`src/rtl/sys_cfg_pkg.sv`:
```
package sys_cfg_pkg;

  localparam int unsigned ADDR_W = 12;
  localparam int unsigned DATA_W = 32;

  // byte offsets decoded by the block
  localparam logic [ADDR_W-1:0] OFF_CTL0  = 12'h000;
  localparam logic [ADDR_W-1:0] OFF_LED   = 12'h004;
  localparam logic [ADDR_W-1:0] OFF_AUX2  = 12'h008;
  localparam logic [ADDR_W-1:0] OFF_SW    = 12'h00C;
  localparam logic [ADDR_W-1:0] OFF_INFO4 = 12'h010;
  localparam logic [ADDR_W-1:0] OFF_AUX5  = 12'h014;
  localparam logic [ADDR_W-1:0] OFF_AUX6  = 12'h018;
  localparam logic [ADDR_W-1:0] OFF_LOCK  = 12'h100;
  localparam logic [ADDR_W-1:0] OFF_AID   = 12'hFF8;
  localparam logic [ADDR_W-1:0] OFF_ID    = 12'hFFC;

  localparam logic [11:0] VAR_FULL = 12'h524;
  localparam logic [11:0] VAR_PART = 12'h547;

  typedef enum logic [3:0] {
    SEL_NONE,
    SEL_CTL0,
    SEL_LED,
    SEL_AUX2,
    SEL_SW,
    SEL_INFO4,
    SEL_AUX5,
    SEL_AUX6,
    SEL_LOCK,
    SEL_AID,
    SEL_ID
  } reg_sel_e;

  function automatic logic [11:0] variant_code(input logic [DATA_W-1:0] id_word);
    return id_word[15:4];
  endfunction

endpackage

```
`src/rtl/scfg_addr_decode.sv`:
```
module scfg_addr_decode
  import sys_cfg_pkg::*;
#(
  parameter bit HAS_AUX25 = 1'b1,
  parameter bit HAS_AUX6  = 1'b1
) (
  input  logic [ADDR_W-1:0] addr_i,
  output reg_sel_e          sel_o
);

  always_comb begin
    sel_o = SEL_NONE;
    case (addr_i)
      OFF_CTL0:  sel_o = SEL_CTL0;
      OFF_LED:   sel_o = SEL_LED;
      OFF_AUX2:  sel_o = HAS_AUX25 ? SEL_AUX2 : SEL_NONE;
      OFF_SW:    sel_o = SEL_SW;
      OFF_INFO4: sel_o = SEL_INFO4;
      OFF_AUX5:  sel_o = HAS_AUX25 ? SEL_AUX5 : SEL_NONE;
      OFF_AUX6:  sel_o = HAS_AUX6 ? SEL_AUX6 : SEL_NONE;
      OFF_LOCK:  sel_o = SEL_LOCK;
      OFF_AID:   sel_o = SEL_AID;
      OFF_ID:    sel_o = SEL_ID;
      default:   sel_o = SEL_NONE;
    endcase
  end

endmodule

```
`src/rtl/scfg_reg_store.sv`:
```
module scfg_reg_store
  import sys_cfg_pkg::*;
#(
  parameter logic [DATA_W-1:0] CTL0_RST  = '0,
  parameter bit                HAS_AUX25 = 1'b1,
  parameter bit                HAS_AUX6  = 1'b1,
  parameter int unsigned       MASK_W    = 8
) (
  input  logic              clk,
  input  logic              rst_n,
  input  logic              wr_en_i,
  input  reg_sel_e          sel_i,
  input  logic [DATA_W-1:0] wdata_i,
  output logic [DATA_W-1:0] ctl0_o,
  output logic [DATA_W-1:0] led_word_o,
  output logic [DATA_W-1:0] aux2_o,
  output logic [DATA_W-1:0] aux5_o,
  output logic [DATA_W-1:0] aux6_o,
  output logic [MASK_W-1:0] lock_mask_o
);

  localparam int unsigned MASK_LSB = DATA_W - MASK_W;

  logic ctl0_en, led_en, aux2_en, aux5_en, aux6_en, mask_en;

  // write enables, one per stored word
  always_comb begin
    ctl0_en = wr_en_i && (sel_i == SEL_CTL0);
    led_en  = wr_en_i && (sel_i == SEL_LED);
    aux2_en = wr_en_i && (sel_i == SEL_AUX2);
    aux5_en = wr_en_i && (sel_i == SEL_AUX5);
    aux6_en = wr_en_i && (sel_i == SEL_AUX6);
    mask_en = wr_en_i && (sel_i == SEL_LOCK);
  end

  always_ff @(posedge clk or negedge rst_n) begin
    if (!rst_n)       ctl0_o <= CTL0_RST;
    else if (ctl0_en) ctl0_o <= wdata_i;
  end

  always_ff @(posedge clk or negedge rst_n) begin
    if (!rst_n)      led_word_o <= '0;
    else if (led_en) led_word_o <= wdata_i;
  end

  always_ff @(posedge clk or negedge rst_n) begin
    if (!rst_n)       lock_mask_o <= '1;
    else if (mask_en) lock_mask_o <= wdata_i[DATA_W-1:MASK_LSB];
  end

  generate
    if (HAS_AUX25) begin : g_aux25
      always_ff @(posedge clk or negedge rst_n) begin
        if (!rst_n)       aux2_o <= '0;
        else if (aux2_en) aux2_o <= wdata_i;
      end
      always_ff @(posedge clk or negedge rst_n) begin
        if (!rst_n)       aux5_o <= '0;
        else if (aux5_en) aux5_o <= wdata_i;
      end
    end else begin : g_no_aux25
      assign aux2_o = '0;
      assign aux5_o = '0;
    end

    if (HAS_AUX6) begin : g_aux6
      always_ff @(posedge clk or negedge rst_n) begin
        if (!rst_n)       aux6_o <= '0;
        else if (aux6_en) aux6_o <= wdata_i;
      end
    end else begin : g_no_aux6
      assign aux6_o = '0;
    end
  endgenerate

  // mask takes the top field of the written word
  p_mask_write_r9: assert property (@(posedge clk) disable iff (!rst_n)
    (wr_en_i && sel_i == SEL_LOCK) |=> (lock_mask_o == $past(wdata_i[DATA_W-1:MASK_LSB])));

  // a write that decodes nowhere leaves the control word alone
  p_stray_write_r10: assert property (@(posedge clk) disable iff (!rst_n)
    (wr_en_i && sel_i == SEL_NONE) |=> $stable(ctl0_o));

endmodule

```
`src/rtl/scfg_lock_status.sv`:
```
module scfg_lock_status
  import sys_cfg_pkg::*;
#(
  parameter int unsigned LOCK_W = 8
) (
  input  logic [LOCK_W-1:0] mask_i,
  input  logic [LOCK_W-1:0] lock_i,
  output logic [DATA_W-1:0] word_o
);

  localparam int unsigned MASK_MSB = DATA_W - 1;
  localparam int unsigned LOCK_MSB = DATA_W - 1 - LOCK_W;

  logic all_locked;

  always_comb begin
    all_locked = &(lock_i | ~mask_i);
    word_o                      = '0;
    word_o[MASK_MSB -: LOCK_W]  = mask_i;
    word_o[LOCK_MSB -: LOCK_W]  = lock_i;
    word_o[0]                   = all_locked;
  end

endmodule

```
`src/rtl/sys_cfg_regs.sv`:
```
module sys_cfg_regs
  import sys_cfg_pkg::*;
#(
  parameter logic [31:0] CTL0_RST  = 32'h0000_0001,
  parameter logic [31:0] INFO4_VAL = 32'h0000_0003,
  parameter logic [31:0] AID_VAL   = 32'h0220_0000,
  parameter logic [31:0] ID_VAL    = 32'h4105_5240,
  parameter int unsigned NUM_LEDS  = 8,
  parameter int unsigned SW_W      = 8,
  parameter int unsigned LOCK_W    = 8
) (
  input  logic                clk,
  input  logic                rst_n,
  input  logic                wr_en_i,
  input  logic                rd_en_i,
  input  logic [11:0]         addr_i,
  input  logic [31:0]         wdata_i,
  output logic [31:0]         rdata_o,
  output logic                ready_o,
  output logic                remap_o,
  output logic [NUM_LEDS-1:0] led_o,
  input  logic [SW_W-1:0]     sw_i,
  input  logic [LOCK_W-1:0]   lock_i
);

  localparam logic [11:0] VARIANT   = variant_code(ID_VAL);
  localparam bit          HAS_AUX25 = (VARIANT == VAR_FULL) || (VARIANT == VAR_PART);
  localparam bit          HAS_AUX6  = (VARIANT == VAR_FULL);

  reg_sel_e          sel;
  logic [DATA_W-1:0] ctl0_w, led_w, aux2_w, aux5_w, aux6_w, lock_word_w;
  logic [LOCK_W-1:0] mask_w;
  logic [DATA_W-1:0] rdata_d;

  scfg_addr_decode #(
    .HAS_AUX25 (HAS_AUX25),
    .HAS_AUX6  (HAS_AUX6)
  ) u_decode (
    .addr_i (addr_i),
    .sel_o  (sel)
  );

  scfg_reg_store #(
    .CTL0_RST  (CTL0_RST),
    .HAS_AUX25 (HAS_AUX25),
    .HAS_AUX6  (HAS_AUX6),
    .MASK_W    (LOCK_W)
  ) u_store (
    .clk         (clk),
    .rst_n       (rst_n),
    .wr_en_i     (wr_en_i),
    .sel_i       (sel),
    .wdata_i     (wdata_i),
    .ctl0_o      (ctl0_w),
    .led_word_o  (led_w),
    .aux2_o      (aux2_w),
    .aux5_o      (aux5_w),
    .aux6_o      (aux6_w),
    .lock_mask_o (mask_w)
  );

  scfg_lock_status #(
    .LOCK_W (LOCK_W)
  ) u_lock (
    .mask_i (mask_w),
    .lock_i (lock_i),
    .word_o (lock_word_w)
  );

  // read mux, next state of the read data register
  always_comb begin
    rdata_d = '0;
    case (sel)
      SEL_CTL0:  rdata_d = ctl0_w;
      SEL_LED:   rdata_d = led_w;
      SEL_AUX2:  rdata_d = aux2_w;
      SEL_SW:    rdata_d = {{(DATA_W-SW_W){1'b0}}, sw_i};
      SEL_INFO4: rdata_d = INFO4_VAL;
      SEL_AUX5:  rdata_d = aux5_w;
      SEL_AUX6:  rdata_d = aux6_w;
      SEL_LOCK:  rdata_d = lock_word_w;
      SEL_AID:   rdata_d = AID_VAL;
      SEL_ID:    rdata_d = ID_VAL;
      default:   rdata_d = '0;
    endcase
  end

  always_ff @(posedge clk or negedge rst_n) begin
    if (!rst_n)       rdata_o <= '0;
    else if (rd_en_i) rdata_o <= rdata_d;
  end

  assign ready_o = 1'b1;
  assign remap_o = ctl0_w[0];

  generate
    for (genvar i = 0; i < NUM_LEDS; i++) begin : g_led
      assign led_o[i] = led_w[i];
    end
  endgenerate

  // read data holds between read strobes
  p_rd_hold_r2: assert property (@(posedge clk) disable iff (!rst_n)
    !rd_en_i |=> $stable(rdata_o));

  // remap line follows the written bit
  p_remap_track_r3: assert property (@(posedge clk) disable iff (!rst_n)
    (wr_en_i && addr_i == OFF_CTL0) |=> (remap_o == $past(wdata_i[0])));

  // LED outputs follow the written low bits
  p_led_track_r4: assert property (@(posedge clk) disable iff (!rst_n)
    (wr_en_i && addr_i == OFF_LED) |=> (led_o == $past(wdata_i[NUM_LEDS-1:0])));

  // gated aux words read zero
  p_aux25_gate_r5: assert property (@(posedge clk) disable iff (!rst_n)
    (rd_en_i && !HAS_AUX25 && (addr_i == OFF_AUX2 || addr_i == OFF_AUX5)) |=> (rdata_o == '0));

  // gated aux6 word reads zero
  p_aux6_gate_r6: assert property (@(posedge clk) disable iff (!rst_n)
    (rd_en_i && !HAS_AUX6 && addr_i == OFF_AUX6) |=> (rdata_o == '0));

  // switch word reflects the inputs at the read
  p_switch_r7: assert property (@(posedge clk) disable iff (!rst_n)
    (rd_en_i && addr_i == OFF_SW) |=> (rdata_o == {{(DATA_W-SW_W){1'b0}}, $past(sw_i)}));

  // identity word is constant
  p_id_ro_r8: assert property (@(posedge clk) disable iff (!rst_n)
    (rd_en_i && addr_i == OFF_ID) |=> (rdata_o == ID_VAL));

  // summary bit agrees with the returned mask and lock inputs
  p_lock_sum_r9: assert property (@(posedge clk) disable iff (!rst_n)
    (rd_en_i && addr_i == OFF_LOCK) |=>
      (rdata_o[0] == &($past(lock_i) | ~rdata_o[DATA_W-1 -: LOCK_W])));

  // undecoded offsets read zero
  p_unmapped_r10: assert property (@(posedge clk) disable iff (!rst_n)
    (rd_en_i && sel == SEL_NONE) |=> (rdata_o == '0));

endmodule

```
`config.mk`:
```
export PLATFORM = sky130hd
export DESIGN_NAME = sys_cfg_regs
export DESIGN_NICKNAME = d
export VERILOG_FILES = /design/src/rtl/sys_cfg_pkg.sv /design/src/rtl/scfg_addr_decode.sv /design/src/rtl/scfg_reg_store.sv /design/src/rtl/scfg_lock_status.sv /design/src/rtl/sys_cfg_regs.sv
export SDC_FILE = /design/constraint.sdc
export NUM_CORES = 1
export LEC_CHECK = 0
export BUFFER_PORTS_ARGS = -buffer_cell sky130_fd_sc_hd__buf_4
export CAP_MARGIN = 20
export CORE_ASPECT_RATIO = 0.9
export CORE_UTILIZATION = 40
export CTS_BUF_LIST = sky130_fd_sc_hd__clkbuf_16
export DETAILED_ROUTE_END_ITERATION = 8
export SYNTH_ARGS = -nofsm -noshare
export SYNTH_HDL_FRONTEND = slang
export SYNTH_SLANG_ARGS = --single-unit
```
`constraint.sdc`:
```
create_clock -name clk -period 4 [get_ports clk]
set_clock_uncertainty 0.2 [all_clocks]
set_input_delay 0.6 -clock clk [delete_from_list [all_inputs] [get_ports clk]]
set_output_delay 0.6 -clock clk [all_outputs]
set_load 0.02 [all_outputs]
```
### After elaboration in Yosys (flattened, before gate mapping)

Cells that the tools add are included.

| word-level totals | value |
|---|---|
| register bits after elaboration | 200 |
| bits of input ports | 64 |
| output and inout bits | 42 |
| logic and storage cells | 38 |

| cells by class | value |
|---|---|
| equality and inequality tests | 19 |
| mux-type cells | 2 |
| bitwise operators | 2 |
| reductions and logical operators | 8 |

Operators by type and width:

| operator | count |
|---|---|
| $pmux W32 S10 | 1 |
| $pmux W4 S10 | 1 |
| $eq A12 B5 Y1 const B | 3 |
| $eq A12 B12 Y1 const B | 2 |
| $eq A12 B4 Y1 const B | 2 |
| $eq A4 B3 Y1 const B | 4 |
| $eq A12 B3 Y1 const B | 1 |
| $eq A12 B9 Y1 const B | 1 |
| $eq A4 B4 Y1 const B | 3 |
| $logic_not A12 Y1 | 1 |
| $eq A4 B2 Y1 const B | 2 |
| $not A8 Y8 | 1 |
| $or A8 B8 Y8 | 1 |
| $reduce_and A8 Y1 | 1 |
| $logic_and A1 B1 Y1 | 6 |
| $eq A4 B1 Y1 const B | 1 |

### Depth between registers and ports, before layout

| depth | value |
|---|---|
| depth in word-level cells | 4 |
| mapped depth | 8 |
| gate-level depth less buffers | 5 |

### By module

A second synthesis with hierarchy kept.

| unflattened totals | value |
|---|---|
| cell total of the unflattened synthesis | 744 |
| area, all modules | 9739.3 um^2 |

By module, submodules not included:

| module | instances | cells each | area an instance (um^2) | sequential area each (um^2) |
|---|---|---|---|---|
| scfg_reg_store | 1 | 363 | 6301.0 | 4215.3 |
| sys_cfg_regs | 1 | 316 | 2995.4 | 800.8 |
| scfg_lock_status | 1 | 46 | 311.5 | 0.0 |
| scfg_addr_decode | 1 | 19 | 131.4 | 0.0 |

### Least setup slack after synthesis

No wires, ideal clock.

| timing path | value |
|---|---|
| kind | input -> register |
| from | in addr_i[7] |
| to | reg u_store.led_word_o[10] |
| setup time | 0.125 ns |
| arrival | 2.287 ns |
| data required time | 3.675 ns |
| path slack | 1.388 ns |
| stages on the path | 7 |
| buffers on the path | 2 |
| path through | or4_4 > nor2_4 > and3_1 > and3_1 > buf_2 > buf_4 > mux2_2 |

| between the ends | value |
|---|---|
| longest elaborated chain between the ends | 4 |
| elaborated cells on any way between the ends | 13 |
| classes of those cells | eq/ne (10); mux (1); reduce/logical (2) |

Ends and longest elaborated chain:

| element | line | text |
|---|---|---|
| start, declared | sys_cfg_regs.sv:16 | `input logic [11:0] addr_i,` |
| $eq A12 B12 Y1 (tied with other cells) | scfg_addr_decode.sv:13 | `case (addr_i)` |
| $pmux W4 S10 (*) | scfg_addr_decode.sv:13 |  |
| $eq A4 B2 Y1 (*) | scfg_reg_store.sv:29 | `led_en = wr_en_i && (sel_i == SEL_LED);` |
| $logic_and A1 B1 Y1 (*) | scfg_reg_store.sv:29 |  |
| end signal, assigned | scfg_reg_store.sv:43 | `else if (led_en) led_word_o <= wdata_i;` |
| end, declared | scfg_reg_store.sv:15 | `output logic [DATA_W-1:0] led_word_o,` |

Mark *: on every way between the ends. The rest lies on a longest branch, timed or not.
A chain may end at the register's enable or synchronous reset.

### Final worst setup path

| timing path | value |
|---|---|
| from | in addr_i[6] |
| to | reg u_store.aux5_o[5] |

| between the ends | value |
|---|---|
| longest elaborated chain between the ends | 4 |
| elaborated cells on any way between the ends | 13 |
| classes of those cells | eq/ne (10); mux (1); reduce/logical (2) |

Ends and longest elaborated chain:

| element | line | text |
|---|---|---|
| $eq A12 B12 Y1 (tied with other cells) | scfg_addr_decode.sv:13 |  |
| $pmux W4 S10 (*) | scfg_addr_decode.sv:13 |  |
| $eq A4 B3 Y1 (*) | scfg_reg_store.sv:31 | `aux5_en = wr_en_i && (sel_i == SEL_AUX5);` |
| $logic_and A1 B1 Y1 (*) | scfg_reg_store.sv:31 |  |
| end signal, assigned | scfg_reg_store.sv:59 | `else if (aux5_en) aux5_o <= wdata_i;` |
| end, declared | scfg_reg_store.sv:17 | `output logic [DATA_W-1:0] aux5_o,` |

Marked as above.

==> metrics.md <==
| Metric | Value |
|---|---|
| Fin cells | `1089` |
| Critical Path RT | `4.12 ns` |
| Dpl cells | `1057` |
| Layout Nets | `849` |
| Place WS | `0.722 ns` |
| Post-Synthesis Cell Area | `9020 um^2` |
| Post-Layout Inst Area | `10700 um^2` |
| Gates resized, CTS repair | `0` |
| Fin crit share | `72.6%` |
| Min Tclk post-route | `2.91 ns` |
| GRT overflow | `0` |
| Clock Tree Root | `clkbuf_16` |
| Register area share after synthesis | `55.6%` |
| Die Width | `160 um` |
| Post-synth top area cell | `dfrtp_1` |
| DRC violation count after routing | `0` |
| Syn avg cell area | `13.0 um^2` |
| Setup WS post-layout | `1.09 ns` |
| CP Buf/Inv Count | `2` |
| Synth area leaders | `dfrtp_1, mux2_2, mux2_1` |
| Synth warn | `0` |
| CTS Buffer Depth | `2` |
| Post-synth cell types | `51` |
| Tot GR Track Use | `22.5%` |
| Postcts setup bufs | `0` |
| IO Port Bufs | `104` |
| Core Util, Final | `48.8%` |
| Multi-input logic area | `3690 um^2` |
| Crit start category | `input pin` |
| Peak supply drop | `260 uV` |
| Inserted Clock Buffers | `17` |
| Max-cap check violation count | `0` |
| Min-Delay Path Class | `in -> async` |
| Cell family with most CP delay | `simple AND/OR/NAND/NOR gates` |
| # hold bufs at CTS | `0` |
| Diodes inserted | `0` |
| I/O pin total | `106` |
| Critical path cell sequence | `buf_4 -> nor4_1 -> and3_1 -> nand2_1 -> buf_12 -> mux2_1` |
| Syn_nets | `756` |
| Core area | `21900 um^2` |
| Hold Violations, Final | `0` |
| Initial antenna violation count | `0` |
| Crit-path slowest cell | `nor4_1` |
| Total power | `3.96 mW` |
| Final wirelength | `25.0 mm` |
| Full die area | `23100 um^2` |
| Iter 0 DRT Violations | `566` |
| Fill cell count | `1947` |
| Hpwl dp | `16.6 mm` |
| Number of flops mapped to enable cells by yosys | `0` |
| FF/Latch Area | `5020 um^2` |
| CTS tree | `yes` |
| Status | `completed` |
| Post-route antenna net violation count | `0` |
| Synth Register Bits | `200` |
| Crit-path max cell delay | `0.83 ns` |
| Worst-Skew Late Latency | `0.43 ns` |
| Pleak | `5.16 nW` |
| Top post-synthesis cells by count | `dfrtp_1, mux2_2, nor2_1` |
| Crit end category | `flop` |
| Max-slew headroom | `34.5%` |
| Worst-margin pin slew | `0.973 ns` |
| Hold Slack | `0.0165 ns` |
| Worst Path Arrival | `3.03 ns` |
| Slew Limit Fails | `0` |
| Layout cells sized above 1 | `40.6%` |
| CTS sink cnt | `200` |
| Global-route wire length before repair | `39.2 mm` |
| Vias in the first global route | `6653` |
| Synth Flop Type | `dfrtp_1` |
| Worst Setup Path Type | `in -> reg` |
| Fmax achieved | `344 MHz` |
| Die height | `144 um` |
| Most common cell in the netlist | `dfrtp_1` |
| Vias per std cell | `5.82` |
| Rows | `51` |
| Starting Density | `41.2%` |
| Final setup vio count | `0` |
| Final total negative setup slack | `0 ns` |
| PwrDens | `371 nW/um^2` |
| Clock slew at reported path FFs | `0.07 ns` |
| Yosys top cell area share | `53.0%` |
| Worst Path Max Fanout | `20` |
| RSZ-0062 raised after global routing | `no` |
| Via Count | `6339` |
| TritonRoute pass-1 iters | `8` |
| Area growth syn-to-layout | `18.4%` |
| Syn Inst Count | `692` |
| Pin count of the biggest net entering global routing | `93` |
| Async S/R FF share, synth | `100%` |
| Wire length per cell | `23.0 um` |
| H-tree levels | `4` |
| Post-DP Area | `10100 um^2` |
| GPL Wtd Cong | `0.830` |
[cells by family (layout without fill, tap and decap cells)]
group / after synthesis / after routing / share of synthesized area, %
other: 1 / 1 / 0.0416
XOR/XNOR: 1 / 1 / 0.0971
buffers and inverters: 65 / 171 / 3.45
AO/OA/AOI/OAI: 122 / 122 / 10.2
AND/OR/NAND/NOR: 106 / 106 / 6.22
multiplexers: 197 / 197 / 24.4
flip-flops: 200 / 200 / 55.6
[registers in the layout (all words and copies together) (netlist names)]
signal	flops
u_store.led_word_o	32
u_store.ctl0_o	32
u_store.aux2_o	32
u_store.lock_mask_o	8
rdata_o	32
u_store.aux6_o	32
u_store.aux5_o	32
[final timing paths]
kind                       depth (start not counted)  slack (ns)                  to                   start
max in group asynchronous                          2        2.69  u_store.ctl0_o[24]                   rst_n
setup reg to reg                                   5        2.37          rdata_o[0]  u_store.lock_mask_o[4]
min in group clk                                   2        0.21   u_store.ctl0_o[8]              wdata_i[8]
hold / removal                                     1        0.02  u_store.aux6_o[29]                   rst_n
setup / recovery                                   6        1.09   u_store.aux5_o[5]               addr_i[6]
hold reg to reg                                    1        0.30   u_store.ctl0_o[1]       u_store.ctl0_o[1]
[area by class of cell]
cell class                      instances  area share [%]
Timing Repair Buffer                  129            9.48
Tap cell                              291            3.41
Clock inverter                         15            1.25
Inverter                               10           0.351
Sequential cell                       200            47.0
Multi-Input combinational cell        427            34.6
Clock buffer                           17            3.98
[cell usage in the layout, fill, tap and decap left out, types with 3 or more instances in the layout]
| cell type | count |
|---|---|
| a211oi_1 | 14 |
| a21oi_1 | 22 |
| a222oi_1 | 20 |
| a22oi_1 | 19 |
| a31oi_1 | 13 |
| a32oi_1 | 5 |
| and3_1 | 5 |
| buf_12 | 3 |
| buf_4 | 125 |
| clkbuf_16 | 17 |
| clkinv_2 | 5 |
| dfrtp_1 | 191 |
| dfstp_2 | 9 |
| inv_1 | 12 |
| mux2_1 | 32 |
| mux2_2 | 147 |
| mux2i_1 | 18 |
| nand2_1 | 16 |
| nand2b_1 | 5 |
| nand4_1 | 4 |
| nor2_1 | 47 |
| nor2b_1 | 5 |
| nor3_1 | 6 |
| nor4_1 | 4 |
| o21ai_0 | 4 |
| o221a_2 | 4 |
| o221ai_1 | 4 |
| o22ai_1 | 4 |
| o2bb2ai_1 | 5 |
[per-layer routing]
| layer | share of wire [%] | vias up | GRT usage, % |
|---|---|---|---|
| li1 | - | 2762 | - |
| met1 | 46 | 3323 | 31.1 |
| met2 | 47 | 226 | 36.0 |
| met3 | 5.9 | 28 | 4.30 |
| met4 | 1.3 | 0 | 6.92 |
| met5 | 0 | - | 0 |
[where the power goes]
part	switching [mW]	total (mW)	leakage (nW)	internal (mW)
registers	0.0119	2.05	2.74	2.04
logic	0.162	0.255	2.14	0.0937
clock network	0.745	1.66	0.284	0.910
Note: power is estimated with default switching activity, not from simulation.
